`src/rtl/nram_pkg.sv`:
```
package nram_pkg;

  typedef enum logic [2:0] {
    CMD_IDLE    = 3'd0,
    CMD_SETADDR = 3'd1,
    CMD_RDCHAR  = 3'd2,
    CMD_WRCHAR  = 3'd3,
    CMD_RDSTAT  = 3'd4,
    CMD_WRSTAT  = 3'd5,
    CMD_WRPORT  = 3'd6,
    CMD_RDARITH = 3'd7
  } nram_cmd_e;

  // Main character reads: the plain read and the arithmetic operand read.
  function automatic logic reads_main(nram_cmd_e c);
    return (c == CMD_RDCHAR) || (c == CMD_RDARITH);
  endfunction

  // Flat main-array index from register and character selects.
  function automatic int unsigned main_slot(int unsigned rsel, int unsigned csel,
                                            int unsigned nchar);
    return rsel * nchar + csel;
  endfunction

endpackage

```
`src/rtl/nram_addr_reg.sv`:
```
module nram_addr_reg #(
  parameter int IN_W = 8,
  parameter int AW   = 6
) (
  input  logic            clk,
  input  logic            rst_n,
  input  logic            load,
  input  logic [IN_W-1:0] din,
  output logic [AW-1:0]   q
);
  // Only the low AW bits are kept; the upper bits of the command value are dropped.
  always_ff @(posedge clk or negedge rst_n) begin
    if (!rst_n)    q <= '0;
    else if (load) q <= din[AW-1:0];
  end
endmodule

```
`src/rtl/nram_store.sv`:
```
module nram_store
  import nram_pkg::*;
#(
  parameter int DW    = 4,
  parameter int NREG  = 4,
  parameter int NCHAR = 16,
  parameter int NSTAT = 4,
  localparam int RSEL_W = $clog2(NREG),
  localparam int CSEL_W = $clog2(NCHAR),
  localparam int SSEL_W = $clog2(NSTAT)
) (
  input  logic              clk,
  input  logic              rst_n,
  input  logic [RSEL_W-1:0] rsel,
  input  logic [CSEL_W-1:0] csel,
  input  logic [SSEL_W-1:0] ssel,
  input  logic              wr_main,
  input  logic              wr_stat,
  input  logic              rd_main,
  input  logic              rd_stat,
  input  logic [DW-1:0]     wdata,
  output logic [DW-1:0]     rdata,
  output logic              rvalid
);
  localparam int NMAIN = NREG * NCHAR;

  logic [DW-1:0] main_mem [NMAIN];
  logic [DW-1:0] stat_rd_per_reg [NREG];
  logic [DW-1:0] main_rd;
  logic [DW-1:0] rd_next;

  // Main characters: one flat array, no reset (contents undefined after reset).
  always_ff @(posedge clk) begin
    if (wr_main) main_mem[main_slot(int'(rsel), int'(csel), NCHAR)] <= wdata;
  end
  assign main_rd = main_mem[main_slot(int'(rsel), int'(csel), NCHAR)];

  // Status characters: one small bank per register.
  for (genvar r = 0; r < NREG; r++) begin : g_stat
    logic [DW-1:0] bank [NSTAT];
    always_ff @(posedge clk) begin
      if (wr_stat && rsel == RSEL_W'(r)) bank[ssel] <= wdata;
    end
    assign stat_rd_per_reg[r] = bank[ssel];
  end

  always_comb begin
    rd_next = '0;
    if (rd_main)      rd_next = main_rd;
    else if (rd_stat) rd_next = stat_rd_per_reg[rsel];
  end

  always_ff @(posedge clk or negedge rst_n) begin
    if (!rst_n) begin
      rdata  <= '0;
      rvalid <= 1'b0;
    end else begin
      rdata  <= rd_next;
      rvalid <= rd_main | rd_stat;
    end
  end
endmodule

```
`src/rtl/nram_port.sv`:
```
module nram_port #(
  parameter int DW = 4
) (
  input  logic          clk,
  input  logic          rst_n,
  input  logic          load,
  input  logic [DW-1:0] din,
  output logic [DW-1:0] q
);
  always_ff @(posedge clk or negedge rst_n) begin
    if (!rst_n)    q <= '0;
    else if (load) q <= din;
  end
endmodule

```
`src/rtl/nibble_ram.sv`:
```
module nibble_ram
  import nram_pkg::*;
#(
  parameter int DW    = 4,
  parameter int NREG  = 4,
  parameter int NCHAR = 16,
  parameter int NSTAT = 4,
  parameter int IN_W  = 8,
  localparam int RSEL_W = $clog2(NREG),
  localparam int CSEL_W = $clog2(NCHAR),
  localparam int SSEL_W = $clog2(NSTAT),
  localparam int AW     = RSEL_W + CSEL_W
) (
  input  logic              clk,
  input  logic              rst_n,
  input  logic              bank_en,
  input  logic              cmd_valid,
  input  logic [2:0]        cmd,
  input  logic [SSEL_W-1:0] cmd_idx,
  input  logic [IN_W-1:0]   addr_in,
  input  logic [DW-1:0]     wdata,
  output logic [DW-1:0]     rdata,
  output logic              rvalid,
  output logic [DW-1:0]     port_out
);
  nram_cmd_e   op;
  logic        take;
  logic        src_acc, wrm_acc, rdm_acc, wrs_acc, rds_acc, wmp_acc, rd_acc;
  logic [AW-1:0] addr_q;

  assign op      = nram_cmd_e'(cmd);
  assign take    = cmd_valid & bank_en;
  assign src_acc = take && (op == CMD_SETADDR);
  assign wrm_acc = take && (op == CMD_WRCHAR);
  assign rdm_acc = take && reads_main(op);
  assign wrs_acc = take && (op == CMD_WRSTAT);
  assign rds_acc = take && (op == CMD_RDSTAT);
  assign wmp_acc = take && (op == CMD_WRPORT);
  assign rd_acc  = rdm_acc | rds_acc;

  nram_addr_reg #(.IN_W(IN_W), .AW(AW)) addr_i (
    .clk(clk), .rst_n(rst_n), .load(src_acc), .din(addr_in), .q(addr_q)
  );

  nram_store #(.DW(DW), .NREG(NREG), .NCHAR(NCHAR), .NSTAT(NSTAT)) store_i (
    .clk(clk), .rst_n(rst_n),
    .rsel(addr_q[AW-1 -: RSEL_W]), .csel(addr_q[CSEL_W-1:0]), .ssel(cmd_idx),
    .wr_main(wrm_acc), .wr_stat(wrs_acc), .rd_main(rdm_acc), .rd_stat(rds_acc),
    .wdata(wdata), .rdata(rdata), .rvalid(rvalid)
  );

  nram_port #(.DW(DW)) port_i (
    .clk(clk), .rst_n(rst_n), .load(wmp_acc), .din(wdata), .q(port_out)
  );
endmodule

```
`config.mk`:
```
export PLATFORM = sky130hd
export DESIGN_NAME = nibble_ram
export DESIGN_NICKNAME = d
export VERILOG_FILES = /design/src/rtl/nram_pkg.sv /design/src/rtl/nram_addr_reg.sv /design/src/rtl/nram_store.sv /design/src/rtl/nram_port.sv /design/src/rtl/nibble_ram.sv
export SDC_FILE = /design/constraint.sdc
export NUM_CORES = 1
export LEC_CHECK = 0
export ABC_CLOCK_PERIOD_IN_PS = 5500
export BUFFER_PORTS_ARGS = -buffer_cell sky130_fd_sc_hd__clkbuf_2
export CAP_MARGIN = 5
export CORE_MARGIN = 1
export CORE_UTILIZATION = 45
export CTS_CLUSTER_SIZE = 25
export DETAILED_ROUTE_END_ITERATION = 16
export SYNTH_ARGS = -nofsm -noshare
export SYNTH_HDL_FRONTEND = slang
export SYNTH_SLANG_ARGS = --single-unit
```
`constraint.sdc`:
```
create_clock -name clk -period 5.5 [get_ports clk]
set_input_delay 0.55 -clock clk [delete_from_list [all_inputs] [get_ports clk]]
set_output_delay 0.55 -clock clk [all_outputs]
set_load 0.005 [all_outputs]
```
* After elaboration in Yosys (flattened, before gate mapping) *
Memory sizes are Yosys's and may differ from the RTL's.
Index checks and enable logic that the tools add are counted.

word-level totals
  register bits after elaboration = 15
  word-level logic and storage cells = 51
  bits in writable memories = 320
  input bits = 21
  memories = 5
  output and inout port bits = 9
  bits in read-only memories = 0
  bits in latches = 0

cells by class
  div/mod/pow operators = 0
  magnitude comparators = 1
  add/subtract/negate cells = 1
  reductions and logical operators = 12
  bitwise logic cells = 3
  mux-type cells = 15
  shifts and indexed selects = 0
  eq/ne operators = 10
  multiply operators = 0

memories
  memory                  words  bits a word  read ports  clocked after Yosys merged registers in  write ports  line              RTL
  store_i.main_mem        64     4            1           0                                        1            nram_store.sv:27  logic [DW-1:0] main_mem [NMAIN];
  store_i.g_stat[0].bank  4      4            1           0                                        1            nram_store.sv:40  logic [DW-1:0] bank [NSTAT];
  store_i.g_stat[1].bank  4      4            1           0                                        1            nram_store.sv:40
  store_i.g_stat[2].bank  4      4            1           0                                        1            nram_store.sv:40
  store_i.g_stat[3].bank  4      4            1           0                                        1            nram_store.sv:40

operators with widths
  kind                count
  $mux 4              4
  $eq 3x3->1 const B  4
  $logic_and 1x1->1   10
  $mux 1              10
  $bmux 4 s2          1
  $add 6x4->6         1
  $eq 3x2->1 const B  2
  $eq 2x2->1 const B  2
  $eq 3x1->1 const B  1
  $ge 3x3->1 const B  1
  $not 2->3           1
  $eq 2x1->1 const B  1
  $logic_not 2->1     1
  $and 1x1->1         1
  $logic_or 1x1->1    1
  $or 1x1->1          1

* Logic depth before layout (Yosys ltp) *
  depth after elaboration = 6
  depth in mapped cells = 10
  depth with buffers taken out = 6

* Cells and area by module *
From an unflattened synthesis, not the netlist that was laid out.

second synthesis, totals
  cells, all modules = 742
  area total of the unflattened synthesis = 13482.9 um2

by module, submodules not included
  module         cells each  seq. area each (um2)  times used  area each (um2)
  nram_store     710         9734.3                1           13028.7
  nram_addr_reg  13          150.1                 1           251.5
  nram_port      8           100.1                 1           145.1
  nibble_ram     11          0.0                   1           57.6

* Worst setup path after synthesis *
OpenSTA, ideal clock, no wires.

  kind = input-to-reg
  start point = in cmd_idx[1]
  end point = reg store_i.rdata[3]
  arrival = 1.984 ns
  required time = 5.361 ns
  buffers on the path = 2
  setup slack = 3.377 ns
  library setup time = 0.139 ns
  stages on the path = 6
  path through = clkbuf_1 buf_2 mux4_2 mux4_2 nand2_1 o2111ai_1

on the way
  cells in the longest elaborated chain, start to end = 6

RTL lines
  element                                        line              RTL
  from (decl)                                    nibble_ram.sv:19  input logic [SSEL_W-1:0] cmd_idx,
  $mem_v2 4x4                                    -
  $bmux 4 s2 (*)                                 nram_store.sv:50  else if (rd_stat) rd_next = stat_rd_per_reg[rsel];
  $mux 4 (not written as such) (*) (2 in a row)  nram_store.sv:50
  $mux 4 (*)                                     nram_store.sv:50
  $mux 4 (*)                                     nram_store.sv:49  if (rd_main) rd_next = main_rd;
  via store_i.rd_next[3]                         nram_store.sv:30  logic [DW-1:0] rd_next;
  to (signal assigned)                           nram_store.sv:58  rdata <= rd_next;
  to (decl)                                      nram_store.sv:22  output logic [DW-1:0] rdata,

The timed path passes the listed nets; every way through them passes the cells marked *. The select of a mux whose other input is x is not followed.
A chain may end at the register's enable or synchronous reset.

* Final worst setup path *
  start point = reg addr_i.q[0]
  end point = reg store_i.rdata[0]

on the way
  cells in the longest elaborated chain, start to end = 3

RTL lines
  element                 line                 RTL
  from (decl)             nram_addr_reg.sv:9   output logic [AW-1:0] q
  from (signal assigned)  nram_addr_reg.sv:14  else if (load) q <= din[AW-1:0];
  $add 6x4->6             nram_pkg.sv:22       return rsel * nchar + csel;
  $mem_v2 64x4            -
  $mux 4                  nram_store.sv:49
  via store_i.rd_next[0]  nram_store.sv:30

The timed path passes the listed nets, and every way through them passes these cells.

==> metrics.md <==
| Metric | Value |
|---|---|
| Die Ht | `175 µm` |
| CTS resizes | `0` |
| Post-synthesis sequential area ratio | `0.739` |
| CTS tree | `yes` |
| Final Power | `5.96 mW` |
| Worst R2R Path Depth | `8` |
| Dpl ws | `2.20 ns` |
| CTS max path bufs | `3` |
| Startpoint Class | `flip-flop` |
| Setup slack after layout | `2.13 ns` |
| Critical Path RT | `5.90 ns` |
| Count of different cell masters after synthesis | `67` |
| F_max | `297 MHz` |
| Final GP Congestion | `approximately 0.84` |
| Post-Syn Area per Cell | `16.4 µm²` |
| Hold Path Depth | `3` |
| Gate power share | `0.150` |
| Worst-Skew Late Latency | `between 0.5 and 0.6 ns` |
| Max VDD drop | `265 µV` |
| # Max-Cap Violations | `0` |
| Die Wd | `175 µm` |
| Slew Limit Headroom | `0.334` |
| Most frequent cells after synthesis | `320 x edfxtp_1, 88 x nor2_1, 47 x a22oi_1` |
| Status | `finished clean` |
| Slew Limit Fails | `0` |
| Async SR Flop Fraction | `0.0448` |
| Die outline area | `0.0307 mm²` |
| Final Hold Viols | `0` |
| Top cell type's share of synthesized area | `0.711` |
| I/O Pins | `30` |
| DRC | `0` |
| Ys flop type | `edfxtp_1` |
| Worst Max-Slew Pin Slew | `0.991 ns` |
| Synth Cell Area | `0.0135 mm²` |
| Post-synth top area cell | `edfxtp_1` |
| Final setup vio count | `0` |
| Root Buffer | `clkbuf_16` |
| Pwr/cell area | `just under 400 mW/mm²` |
| Reg power frac | `0.484` |
| Cell internal pwr | `4.38 mW` |
| Drt total wl | `33.9 mm` |
| FP Rows | `63` |
| Synthesized Nets | `846` |
| Clk pwr share | `0.366` |
| Flops & latches, synth | `335` |
| Post-synth EDFFs | `320` |
| DR vias | `7746` |
| Antenna Nets Post-Route | `0` |
| Top post-synthesis cells by area | `edfxtp_1 71%, mux4_2 4.2%, dfrtp_1 2.8%` |
| Initial DRC Count | `852` |
| Sw Pwr | `1.58 mW` |
| Number of diodes | `0` |
| IO Port Bufs | `27` |
| Crit path capture type | `flip-flop` |
| Tcrit/Tclk final | `0.613` |
| Layout Nets | `between 800 and 900` |
| Sw Share | `0.265` |
| Layout overhead on the synthesized area | `11.2%` |
| Final min period | `3.37 ns` |
| Clk_skew | `0.0271 ns` |
| TritonCTS Sinks | `between 300 and 400` |
| Layout cells sized above 1 | `0.174` |
| Initial Utilization | `0.457` |
| Crit path max fanout | `16` |
| CTS H-tree depth | `2` |
| Initial antenna violation count | `0` |
| Vias in the first global route | `about 7700` |
| DP HPWL | `20.6 mm` |
| Core area | `0.0296 mm²` |
| Vias/cell | `6.13` |
| Largest net degree at the start of global routing | `82` |
| Most frequent cell after synthesis | `edfxtp_1` |
| Leak pwr | `4.74 nW` |
| TNS Setup | `0 ns` |
| Unrepaired setup endpoints after global routing | `false` |
| Yosys warning total | `0` |
| Total Routing Usage GR | `0.226` |
| GRT Residual Overflow | `0` |
| Drt pass-1 iters | `6` |
| Post-Synthesis Cells | `825` |
| Drt wl/cell | `26.8 µm` |
| Crit Path Class | `flip-flop to flip-flop` |
| CTS buffer count | `35` |
| Hold crit path type | `primary input to flip-flop` |
| Crit path arrival time | `between 3 and 4 ns` |
| First-pass GRT wire length | `50.4 mm` |
| Clock-pin transition on the worst setup and hold timing paths | `0.06 ns` |
## power groups by stage
stage / registers [mW] / logic, mW / clock network [mW]
3_5_place_dp: 2.94 / 0.887 / 0
3_3_place_gp: 2.94 / 0.882 / 0
5_1_grt: 2.89 / 0.950 / 2.30
6_report: 2.88 / 0.892 / 2.18
2_1_floorplan: 2.88 / 0.614 / 0
4_1_cts: 2.89 / 0.890 / 2.21
## cells in the final DEF, fill, tap and decap left out, types with 17 or more instances in the layout
master / count
edfxtp_1: 320
nor3_1: 17
mux2_2: 24
nor2_1: 88
buf_4: 20
nand2_1: 32
mux4_2: 25
a22oi_1: 47
clkbuf_2: 27
mux2i_1: 20
a221oi_1: 18
clkbuf_16: 36
## logic make-up after synthesis
logic type / Yosys count / synth area share
muxes: 70 / 0.0776
buffers and inverters: 60 / 0.0233
AOI/OAI and AO/OA: 159 / 0.0887
xor gates and xnor gates: 1 / 0.000648
DFF: 335 / 0.739
and+or+nand+nor: 200 / 0.0710
## routing by layer
layer	share of wire	global-route usage	up-vias
li1	-	-	3368
met1	0.41	0.307	3980
met2	0.49	0.370	326
met3	0.071	0.0351	72
met4	0.033	0.0851	0
met5	0	0	-
## per-stage QoR
step	std cells	area, µm²	util	hold slack (ns)
global placement	1205	14000	0.473	0.487
global route	1264	15000	0.508	0.247
CTS	1264	15000	0.508	0.242
finish	1264	15000	0.508	0.249
detailed placement	1205	14000	0.473	0.492
floorplan	825	13500	-	0.254
## path summary, 6_finish.rpt
| check | from | endpoint | slack, ns |
|---|---|---|---|
| setup / recovery | addr_i.q[0]$_DFFE_PN0P_ | store_i.rdata[0]$_DFF_PN0_ | 2.13 |
| hold / removal | addr_in[2] | addr_i.q[2]$_DFFE_PN0P_ | 0.25 |
| setup reg to reg | addr_i.q[0]$_DFFE_PN0P_ | store_i.rdata[0]$_DFF_PN0_ | 2.13 |
| hold reg to reg | port_i.q[1]$_DFFE_PN0P_ | port_i.q[1]$_DFFE_PN0P_ | 0.50 |
| max in group asynchronous | rst_n | addr_i.q[2]$_DFFE_PN0P_ | 4.62 |
| min in group asynchronous | rst_n | store_i.rdata[3]$_DFF_PN0_ | 0.52 |
## cell type report
class / count / area, µm²
clock buffers: 48 / 946
fillers: 2472 / 14500
multi-input cells: 430 / 3220
inverters: 3 / 11.3
flip-flops and latches: 335 / 9990
clock inverters: 10 / 83.8
well taps: 390 / 488
repair buffers: 48 / 295
## state kept, by name, summed over array words and instances (netlist names)
name	cells
store_i.main_mem	256
store_i.g_stat.bank	64
addr_i.q	6
port_i.q	4
store_i.rdata	4
store_i.rvalid	1
## worst max-delay path, stage by stage, from the launching register on
cell and delay [ns]:
dfrtp_2 0.72, buf_4 0.36, nor2b_1 0.69, buf_4 0.35, a22oi_1 0.10, o22ai_1 0.29, a2111oi_0 0.22, and3_1 0.24
a32oi_1 0.28
## repair_timing
item	in CTS	in global routing
hold buffers	1	0
endpoints found under the hold margin	15	0
buffers inserted	0	0
No activity file was read; power rests on OpenSTA's default activity.
